### src/rtl/magcmp_pkg.sv
package magcmp_pkg;

  localparam int unsigned SLICE_W = 4;

  typedef struct packed {
    logic gt;
    logic lt;
    logic eq;
  } cmp_res_t;

endpackage

### src/rtl/magcmp_bit_eq.sv
module magcmp_bit_eq #(
  parameter int unsigned W = 4
) (
  input  logic [W-1:0] a_i,
  input  logic [W-1:0] b_i,
  output logic [W-1:0] same_o
);

  // per-bit match: XNOR of each operand bit pair
  for (genvar i = 0; i < W; i++) begin : g_xnor
    assign same_o[i] = ~(a_i[i] ^ b_i[i]);
  end

endmodule

### src/rtl/magcmp_prio.sv
module magcmp_prio #(
  parameter int unsigned W = 4
) (
  input  logic [W-1:0] a_i,
  input  logic [W-1:0] b_i,
  input  logic [W-1:0] same_i,
  output logic         gt_o,
  output logic         lt_o,
  output logic         all_same_o
);

  // above[i] is high when every bit at or above position i matches
  logic [W:0]   above;
  logic [W-1:0] win_a;
  logic [W-1:0] win_b;

  assign above[W] = 1'b1;

  for (genvar i = W - 1; i >= 0; i--) begin : g_bit
    assign above[i] = above[i+1] & same_i[i];
    // bit i decides only if all higher bits match
    assign win_a[i] = above[i+1] & a_i[i] & ~b_i[i];
    assign win_b[i] = above[i+1] & ~a_i[i] & b_i[i];
  end

  assign gt_o       = |win_a;
  assign lt_o       = |win_b;
  assign all_same_o = above[0];

endmodule

### src/rtl/magcmp_stage.sv
module magcmp_stage
  import magcmp_pkg::*;
#(
  parameter int unsigned W = SLICE_W
) (
  input  logic [W-1:0] a_i,
  input  logic [W-1:0] b_i,
  input  cmp_res_t     casc_i,
  output cmp_res_t     res_o
);

  logic [W-1:0] same;
  logic         loc_gt;
  logic         loc_lt;
  logic         loc_eq;

  magcmp_bit_eq #(.W(W)) u_eq (
    .a_i    (a_i),
    .b_i    (b_i),
    .same_o (same)
  );

  magcmp_prio #(.W(W)) u_prio (
    .a_i        (a_i),
    .b_i        (b_i),
    .same_i     (same),
    .gt_o       (loc_gt),
    .lt_o       (loc_lt),
    .all_same_o (loc_eq)
  );

  // local slice decides unless its nibbles match
  always_comb begin
    if (loc_eq) begin
      res_o = casc_i;
    end else begin
      res_o.gt = loc_gt;
      res_o.lt = loc_lt;
      res_o.eq = 1'b0;
    end
  end

endmodule

### src/rtl/magcmp_wide.sv
module magcmp_wide
  import magcmp_pkg::*;
#(
  parameter int unsigned NIBBLES = 2,
  localparam int unsigned WIDTH  = NIBBLES * SLICE_W
) (
  input  logic [WIDTH-1:0] a_i,
  input  logic [WIDTH-1:0] b_i,
  input  logic             casc_gt_i,
  input  logic             casc_lt_i,
  input  logic             casc_eq_i,
  output logic             gt_o,
  output logic             lt_o,
  output logic             eq_o
);

  // link[k] feeds slice k; link[NIBBLES] is the final result
  cmp_res_t link [NIBBLES+1];

  assign link[0].gt = casc_gt_i;
  assign link[0].lt = casc_lt_i;
  assign link[0].eq = casc_eq_i;

  for (genvar k = 0; k < NIBBLES; k++) begin : g_slice
    magcmp_stage #(.W(SLICE_W)) u_stage (
      .a_i    (a_i[k*SLICE_W +: SLICE_W]),
      .b_i    (b_i[k*SLICE_W +: SLICE_W]),
      .casc_i (link[k]),
      .res_o  (link[k+1])
    );
  end

  assign gt_o = link[NIBBLES].gt;
  assign lt_o = link[NIBBLES].lt;
  assign eq_o = link[NIBBLES].eq;

endmodule

### config.mk
export PLATFORM = sky130hd
export DESIGN_NAME = magcmp_wide
export DESIGN_NICKNAME = d
export VERILOG_FILES = /design/src/rtl/magcmp_pkg.sv /design/src/rtl/magcmp_bit_eq.sv /design/src/rtl/magcmp_prio.sv /design/src/rtl/magcmp_stage.sv /design/src/rtl/magcmp_wide.sv
export SDC_FILE = /design/constraint.sdc
export NUM_CORES = 1
export LEC_CHECK = 0
export BUFFER_PORTS_ARGS = -buffer_cell sky130_fd_sc_hd__buf_2
export CORE_AREA = 2 2 39 41
export DETAILED_ROUTE_END_ITERATION = 7
export DIE_AREA = 0 0 41 43
export GPL_TIMING_DRIVEN = 0
export PLACE_DENSITY = 0.6
export RECOVER_POWER = 25
export SYNTH_ARGS = -nofsm -noshare
export SYNTH_HDL_FRONTEND = slang
export SYNTH_SLANG_ARGS = --single-unit
### constraint.sdc
create_clock -name vclk -period 2.7
set_clock_uncertainty 0.15 [all_clocks]
set_input_delay 0.405 -clock vclk [all_inputs]
set_output_delay 0.405 -clock vclk [all_outputs]
set_load 0.05 [all_outputs]
==> results of run 1 <==
## stage by stage
stage	instance area (um2)	hold slack (ns)	instances	power (uW)	worst slack (ns)
3_5_place_dp	463	1.17	82	83.1	0.129
2_1_floorplan	333	0.982	44	54.6	0.209
4_1_cts	463	1.17	82	83.4	0.126
6_report	472	1.16	82	85.1	0.207
5_1_grt	472	1.18	82	94.1	0.0400
3_3_place_gp	463	1.16	82	81.3	0.172
## path summary, 6_finish.rpt
check,start,endpoint,slack [ns],cells after the start
setup / recovery,a_i[7],gt_o,0.21,8
hold / removal,casc_eq_i,eq_o,1.16,3
## cell usage in the layout, fill, tap and decap left out
cell type	instances
a211oi_1	1
inv_1	8
o21a_1	1
nand2b_1	1
and4bb_2	1
xor2_1	3
a311o_1	1
buf_2	22
nand2_1	2
nor4b_4	2
nand3_1	1
nor2b_1	4
nor3b_1	2
a221oi_1	1
nor3b_2	1
maj3_1	3
a21oi_1	5
o21ai_0	3
ha_1	4
## metal layers
layer,vias up,track usage,routed length [um]
met1,171,0.114,281
met3,0,0.0105,56
met4,0,0.0200,0
met5,-,0,0
met2,17,0.169,425
li1,203,-,-
## cells in the mapped netlist
cell type / count / area, um2
a211oi_1: 1 / 7.51
a21oi_1: 5 / 25.0
a221oi_1: 1 / 8.76
a311o_1: 1 / 10.0
and4bb_2: 1 / 12.5
ha_1: 4 / 50.1
inv_1: 8 / 30.0
maj3_1: 3 / 30.0
nand2_1: 2 / 7.51
nand2b_1: 1 / 6.26
nand3_1: 1 / 5.00
nor2b_1: 4 / 25.0
nor3b_1: 2 / 15.0
nor3b_2: 1 / 12.5
nor4b_2: 1 / 15.0
nor4b_4: 1 / 23.8
o21a_1: 1 / 7.51
o21ai_0: 3 / 15.0
xor2_1: 3 / 26.3
## cells by family after synthesis
kind of cell    share of synthesized area
fa+ha+maj                           0.241
compound gates                      0.222
simple gates                        0.368
xor+xnor                           0.0790
buf+inv                            0.0902
## worst max-delay path: cells and delay by family
kind | cells | cell delay [ns]
buf+inv | 3 | 0.39
fa+ha+maj | 1 | 0.32
simple gates | 2 | 0.47
compound gates | 2 | 0.36
## power groups by stage
stage               logic (uW)  registers, uW  clock network (uW)
floorplan                 54.6              0                   0
global placement          81.3              0                   0
detailed placement        83.1              0                   0
CTS                       83.4              0                   0
global route              94.1              0                   0
finish                    85.1              0                   0
## timing repair
action                     4_1_cts  5_1_grt
setup endpoints to repair        0        1
hold buffers                     0        0
resized for setup                0        1
buffers inserted                 0        0
## area by class of cell
cell class	instances	area share
Multi-Input combinational cell	36	0.660
Tap cell	16	0.0424
Inverter	8	0.0637
Timing Repair Buffer	22	0.233
==> results.ini, run 1 <==
[run_status]
status=complete, no violations

[critical_path]
worstPathRequired_ns=2.14
max_stage_delay_ns=0.32
crit_arrival_ns=1.94
crit_type=primary input to output pin
critPathCaptureType=output pin
cp_cell_sequence=buf_2 -> inv_1 -> ha_1 -> nor4b_4 -> nand3_1 -> a211oi_1 -> a311o_1 -> buf_2
crit_top_cell=buf_2
cp-start-kind=primary input
worstPathMaxFanout=4
worst_path_max_delay_cell=ha_1

[place]
port_buffers=22
routabilityCongestion=0.690
dp_hpwl_um=678

[routing]
drtPass1Iterations=3
vias=391
drtIter0Drc=3
finalWirelength_um=762
wire_per_inst_um=9.29
drc=0
vias_per_cell=4.77
ant_nets=0

[global_routing]
grt_first_pass_wirelength_um=1280
antenna_found_initial=0
overflow=0
grt_usage=0.0949
grt_pass1_vias=361
grt_max_degree=6

[power]
p_sw_uw=48.5
leakage_uw=0.000242
p_seq_frac=0
sw_frac_of_total=0.570
irDropWorstVdd_mv=0.0750
clockPowerShare=0
p_per_area_nw_per_um2=180
power.internal_uw=36.6
combPwrFrac=1.000

[die]
die_y_um=43
die_area_um2=1760
io_pins=22
num_rows=14
initial_core_util=0.241
die_w_um=41
coreArea_um2=1380

[timing]
slew_headroom=0.770
drv_slew=0
setup_tns_ns=0
max_freq_mhz=401
finalSetupViolations=0
period_minus_slack_ns=2.49
hold_viol_final=0
tightest_slew_ns=0.344
finalCritPeriodShare=0.923
grt_setup_unrepaired=no

[cells_and_area]
multiInputGateArea_um2=312
drive_gt1_frac=0.394
syn_to_final_growth_pct=41.7
nets=91
final_util=0.341
fillers=156
flops_and_latches=0
regArea_um2=0
n_antenna_cell=0
clkbuf_count=0

[logic_synthesis]
ys_types=19
syn-num-nets=67
synth.avg_cell_area_um2=7.56
syn_inst=44
yosysWarningCount=0
synth-seq-area-share=0
syn_area_um2=333

[run]
max_cap_viol_count=0

[min_path]
hold_class=primary input to output pin

Note: power is estimated with default switching activity, not from simulation.
==> inputs of run 2 (changes only) <==
Settings changed: PLACE_DENSITY 0.6 to 0.62.
Clock period 2.7 ns to 2.1 ns, I/O delays scaled along.
==> run 2 against run 1 <==
Effect of this change: the run now ends with negative setup slack left; clock-buffer cell count stayed put; routed wire length is 19% higher; total power increased by 74%; utilization increased by 9.3 points; sequential share of layout area did not move; via count is 4.1% higher; largest cell class unchanged; largest power group unchanged; die area unchanged; critical endpoint unchanged.
==> results.ini, run 2 (synthesis gave the netlist of run 1 again) <==
[global_routing]
antenna_found_initial=0
grt_pass1_vias=409
grt_first_pass_wirelength_um=1400
grt_usage=0.104
grt_max_degree=5
overflow=0

[cells_and_area]
flops_and_latches=0
n_antenna_cell=0
layout_common_cells=buf_2 (16), inv_1 (6), buf_4 (4)
fillers=144
syn_to_final_growth_pct=80.5
final_common_cell=buf_2
regArea_um2=0
nets=95
drive_gt1_frac=0.600
clkbuf_count=0
multiInputGateArea_um2=359

[clocking]
cts_hold_buf=0

[routing]
vias=407
drtPass1Iterations=1
vias_per_cell=4.73
ant_nets=0
finalWirelength_um=904
drtIter0Drc=0
drc=0
wire_per_inst_um=10.5

[die]
die_area_um2=1760
initial_core_util=0.241
num_rows=14
io_pins=22
die_w_um=41
coreArea_um2=1380
die_y_um=43

[power]
p_per_area_nw_per_um2=246
leakage_uw=0.000281
irDropWorstVdd_mv=0.0964
power_uw=148

[critical_path]
worstPathRequired_ns=1.63
worstPathMaxFanout=3
crit_arrival_ns=1.66
crit_type=primary input to output pin
critPathCaptureType=output pin
cp-start-kind=primary input

[run]
max_cap_viol_count=0

[timing]
period_minus_slack_ns=2.12
tightest_slew_ns=0.312
fin_hold_ws_ns=0.888
hold_viol_final=0
slew_headroom=0.792
fin_ws_ns=-0.0230
finalSetupViolations=1
finalCritPeriodShare=1.01
grt_setup_unrepaired=yes
drv_slew=0
max_freq_mhz=471

[run_status]
status=complete, but fails checks
violations=negative setup slack

[place]
routabilityCongestion=0.664
dp_hpwl_um=691
port_buffers=22

[min_path]
hold_class=primary input to output pin

[run 2: changes by cell type in the layout (fill, tap and decap cells not counted), moves of 2 or more]
| cell | previous run | this run |
|---|---|---|
| buf_2 | 22 | 16 |
| buf_4 | 0 | 4 |
| buf_6 | 0 | 3 |
| buf_8 | 0 | 3 |
| nor2b_1 | 4 | 1 |
| nor2b_2 | 0 | 3 |
| a21oi_1 | 5 | 3 |
| a21oi_2 | 0 | 2 |
| ha_1 | 4 | 2 |
| ha_4 | 0 | 2 |
| inv_1 | 8 | 6 |
[run 2: worst paths after layout]
path              cells past startpoint   start  slack [ns]    to
hold / removal                        3  a_i[4]        0.89  gt_o
setup / recovery                      8  a_i[3]       -0.02  gt_o
[run 2: area by class of cell]
cell class                      count  share of cell area
Timing Repair Buffer               26               0.315
Tap cell                           16              0.0333
Multi-Input combinational cell     36               0.598
Inverter                            8              0.0542
[run 2: report_power, final]
part	total [uW]	internal (uW)	switching (uW)
Clock	0	0	0
Combinational	148	74.7	73.0
Sequential	0	0	0
Total	148	74.7	73.0
[run 2: metrics by stage]
stage / TNS, ns / area, um2 / util / cells / setup slack (ns)
after detailed placement: -0.659 / 468 / 0.338 / 82 / -0.303
after floorplan: 0 / 338 / - / 44 / 0.0350
after global placement: -0.529 / 468 / 0.338 / 82 / -0.262
final: -0.0230 / 601 / 0.434 / 86 / -0.0230
after global routing: -0.121 / 601 / 0.434 / 86 / -0.0927
after CTS: -0.0319 / 576 / 0.416 / 85 / -0.0319
[run 2: timing repair]
action / in CTS / in global routing
resized for setup: 20 / 7
pin swaps: 6 / 4
buffers inserted: 3 / 1
setup endpoints to repair: 3 / 3
[run 2: routing by layer]
metal | vias to the layer above | global-route usage | routed length, um
li1 | 208 | - | -
met4 | 0 | 0 | 0
met1 | 186 | 0.117 | 368
met3 | 0 | 0 | 55
met2 | 13 | 0.209 | 480
met5 | - | 0 | 0
[run 2: critical path, stage by stage]
cell	delay, ns
buf_8	0.08
inv_4	0.03
ha_4	0.26
nor4b_4	0.20
nor3b_2	0.23
a211oi_2	0.05
a311o_2	0.33
buf_8	0.15
==> inputs of run 3 (changes only) <==
Settings changed: GPL_TIMING_DRIVEN 0 to 1, PLACE_DENSITY 0.62 to 0.59, SYNTH_HIERARCHICAL set to 1.
==> run 3 against run 2 <==
Effect of this change: the run now ends clean; critical path type unchanged; combinational power grew 15%; sequential share of layout area stayed put; die area unchanged; critical path depth did not move; maximum frequency up 2.9%; cell count is 1.2% higher; design area shrank 1.2%.
==> results.ini, run 3 <==
[routing]
vias_per_cell=4.57
ant_nets=0
highest_layer=met3
drc=0
met2_length_um=371
wl_met3_um=66
drtPass1Iterations=3
vias=398
drtIter0Drc=2
wire_per_inst_um=9.26
route.layer.met1.wl_um=369
finalWirelength_um=806

[place]
dp_hpwl_um=665
place_inst=87
routabilityCongestion=0.638
port_buffers=22
place_area_um2=478

[logic_synthesis]
ys_types=11
yosysMostFrequentCell=nand2_1
synth-seq-area-share=0
netlist.area_leader.share=0.237
synth_common_cells=nand2_1 (10), xnor2_1 (8), inv_1 (6)
syn_area_um2=295
yosysWarningCount=6
synth.avg_cell_area_um2=7.03
synth_area_leaders=xnor2_1 (24%), mux2_2 (15%), nand2_1 (13%)
synth_top_cell_by_area=xnor2_1
syn_inst=42
syn-num-nets=61

[run_status]
status=complete, no violations

[power]
irDropWorstVdd_mv=0.225
leakage_uw=0.000280
p_per_area_nw_per_um2=287

[cells_and_area]
n_antenna_cell=0
flops_and_latches=0
final_util=0.429
regArea_um2=0
syn_to_final_growth_pct=101
drive_gt1_frac=0.634
nets=92
instances_no_fill=87
layout_common_cells=buf_2 (17), nand2_1 (8), buf_4 (8), inv_1 (6), xnor2_1 (5)
clkbuf_count=0
design_area_um2=593
final_common_cell=buf_2

[global_routing]
antenna_found_initial=0
grt_usage=0.0970
grt_pass1_vias=366
grt_max_degree=4
grt_first_pass_wirelength_um=1330
overflow=0

[timing]
fin_hold_ws_ns=0.967
grt_setup_unrepaired=yes
finalCritPeriodShare=0.982
finalSetupViolations=0
tightest_slew_ns=0.290
drv_slew=0
max_freq_mhz=485
hold_viol_final=0
slew_headroom=0.806
period_minus_slack_ns=2.06

[clocking]
cts_hold_buf=0
post_cts_buffers=0

[run]
max_cap_viol_count=0

[critical_path]
crit_type=primary input to output pin
worstPathRequired_ns=1.63
crit_arrival_ns=1.60
worstPathMaxFanout=2
cp-start-kind=primary input
critPathCaptureType=output pin

[die]
io_pins=22
num_rows=14
die_w_um=41
die_area_um2=1760
die_y_um=43
coreArea_um2=1380
initial_core_util=0.213

[min_path]
hold_class=primary input to output pin

[run 3: timing repair]
item	CTS	global route
endpoints found under the setup margin	2	2
resized for setup	14	10
pin swaps	4	7
hold endpoints to repair	0	0
[run 3: final timing paths]
kind                  startpoint   end  cells after the start
worst max-delay path      b_i[3]  gt_o                      8
worst min-delay path   casc_lt_i  lt_o                      4
[run 3: routing by layer]
metal  up-vias  global-route usage
li1        207                   -
met3         0                   0
met5         -                   0
met4         0                   0
met2        14               0.163
met1       177               0.143
[run 3: cell type report]
cell class / count / area, um2
inverters: 6 / 22.5
repair buffers: 29 / 191
fillers: 148 / 791
multi-input cells: 36 / 359
well taps: 16 / 20.0
[run 3: report_power, final]
part           switching (uW)  total (uW)  internal (uW)  leakage [uW]
Combinational            79.3         170           91.0      0.000280
Sequential                  0           0              0             0
Clock                       0           0              0             0
Total                    79.3         170           91.0      0.000280
[run 3: worst max-delay path, cell delays in order]
cell	delay, ns
buf_4	0.13
xnor2_4	0.14
nand2_2	0.10
buf_4	0.13
o221ai_2	0.09
mux2_4	0.27
mux2_4	0.27
buf_8	0.15
[run 3: cells by family (layout without fill, tap and decap cells)]
group / Yosys count / in the layout / share of synthesized area
AOI/OAI and AO/OA: 8 / 8 / 0.280
buffers and inverters: 6 / 35 / 0.0763
xor gates and xnor gates: 8 / 8 / 0.237
and+or+nand+nor: 16 / 16 / 0.254
muxes: 4 / 4 / 0.153
[run 3: through the flow]
| stage | setup TNS, ns | setup slack, ns | total power [uW] |
|---|---|---|---|
| global route | -0.0142 | -0.00979 | 184 |
| floorplan | 0 | 0.106 | 76.5 |
| detailed placement | -0.242 | -0.122 | 126 |
| global placement | -0.197 | -0.100 | 125 |
| CTS | 0 | 0.00351 | 154 |
| finish | 0 | 0.0371 | 170 |
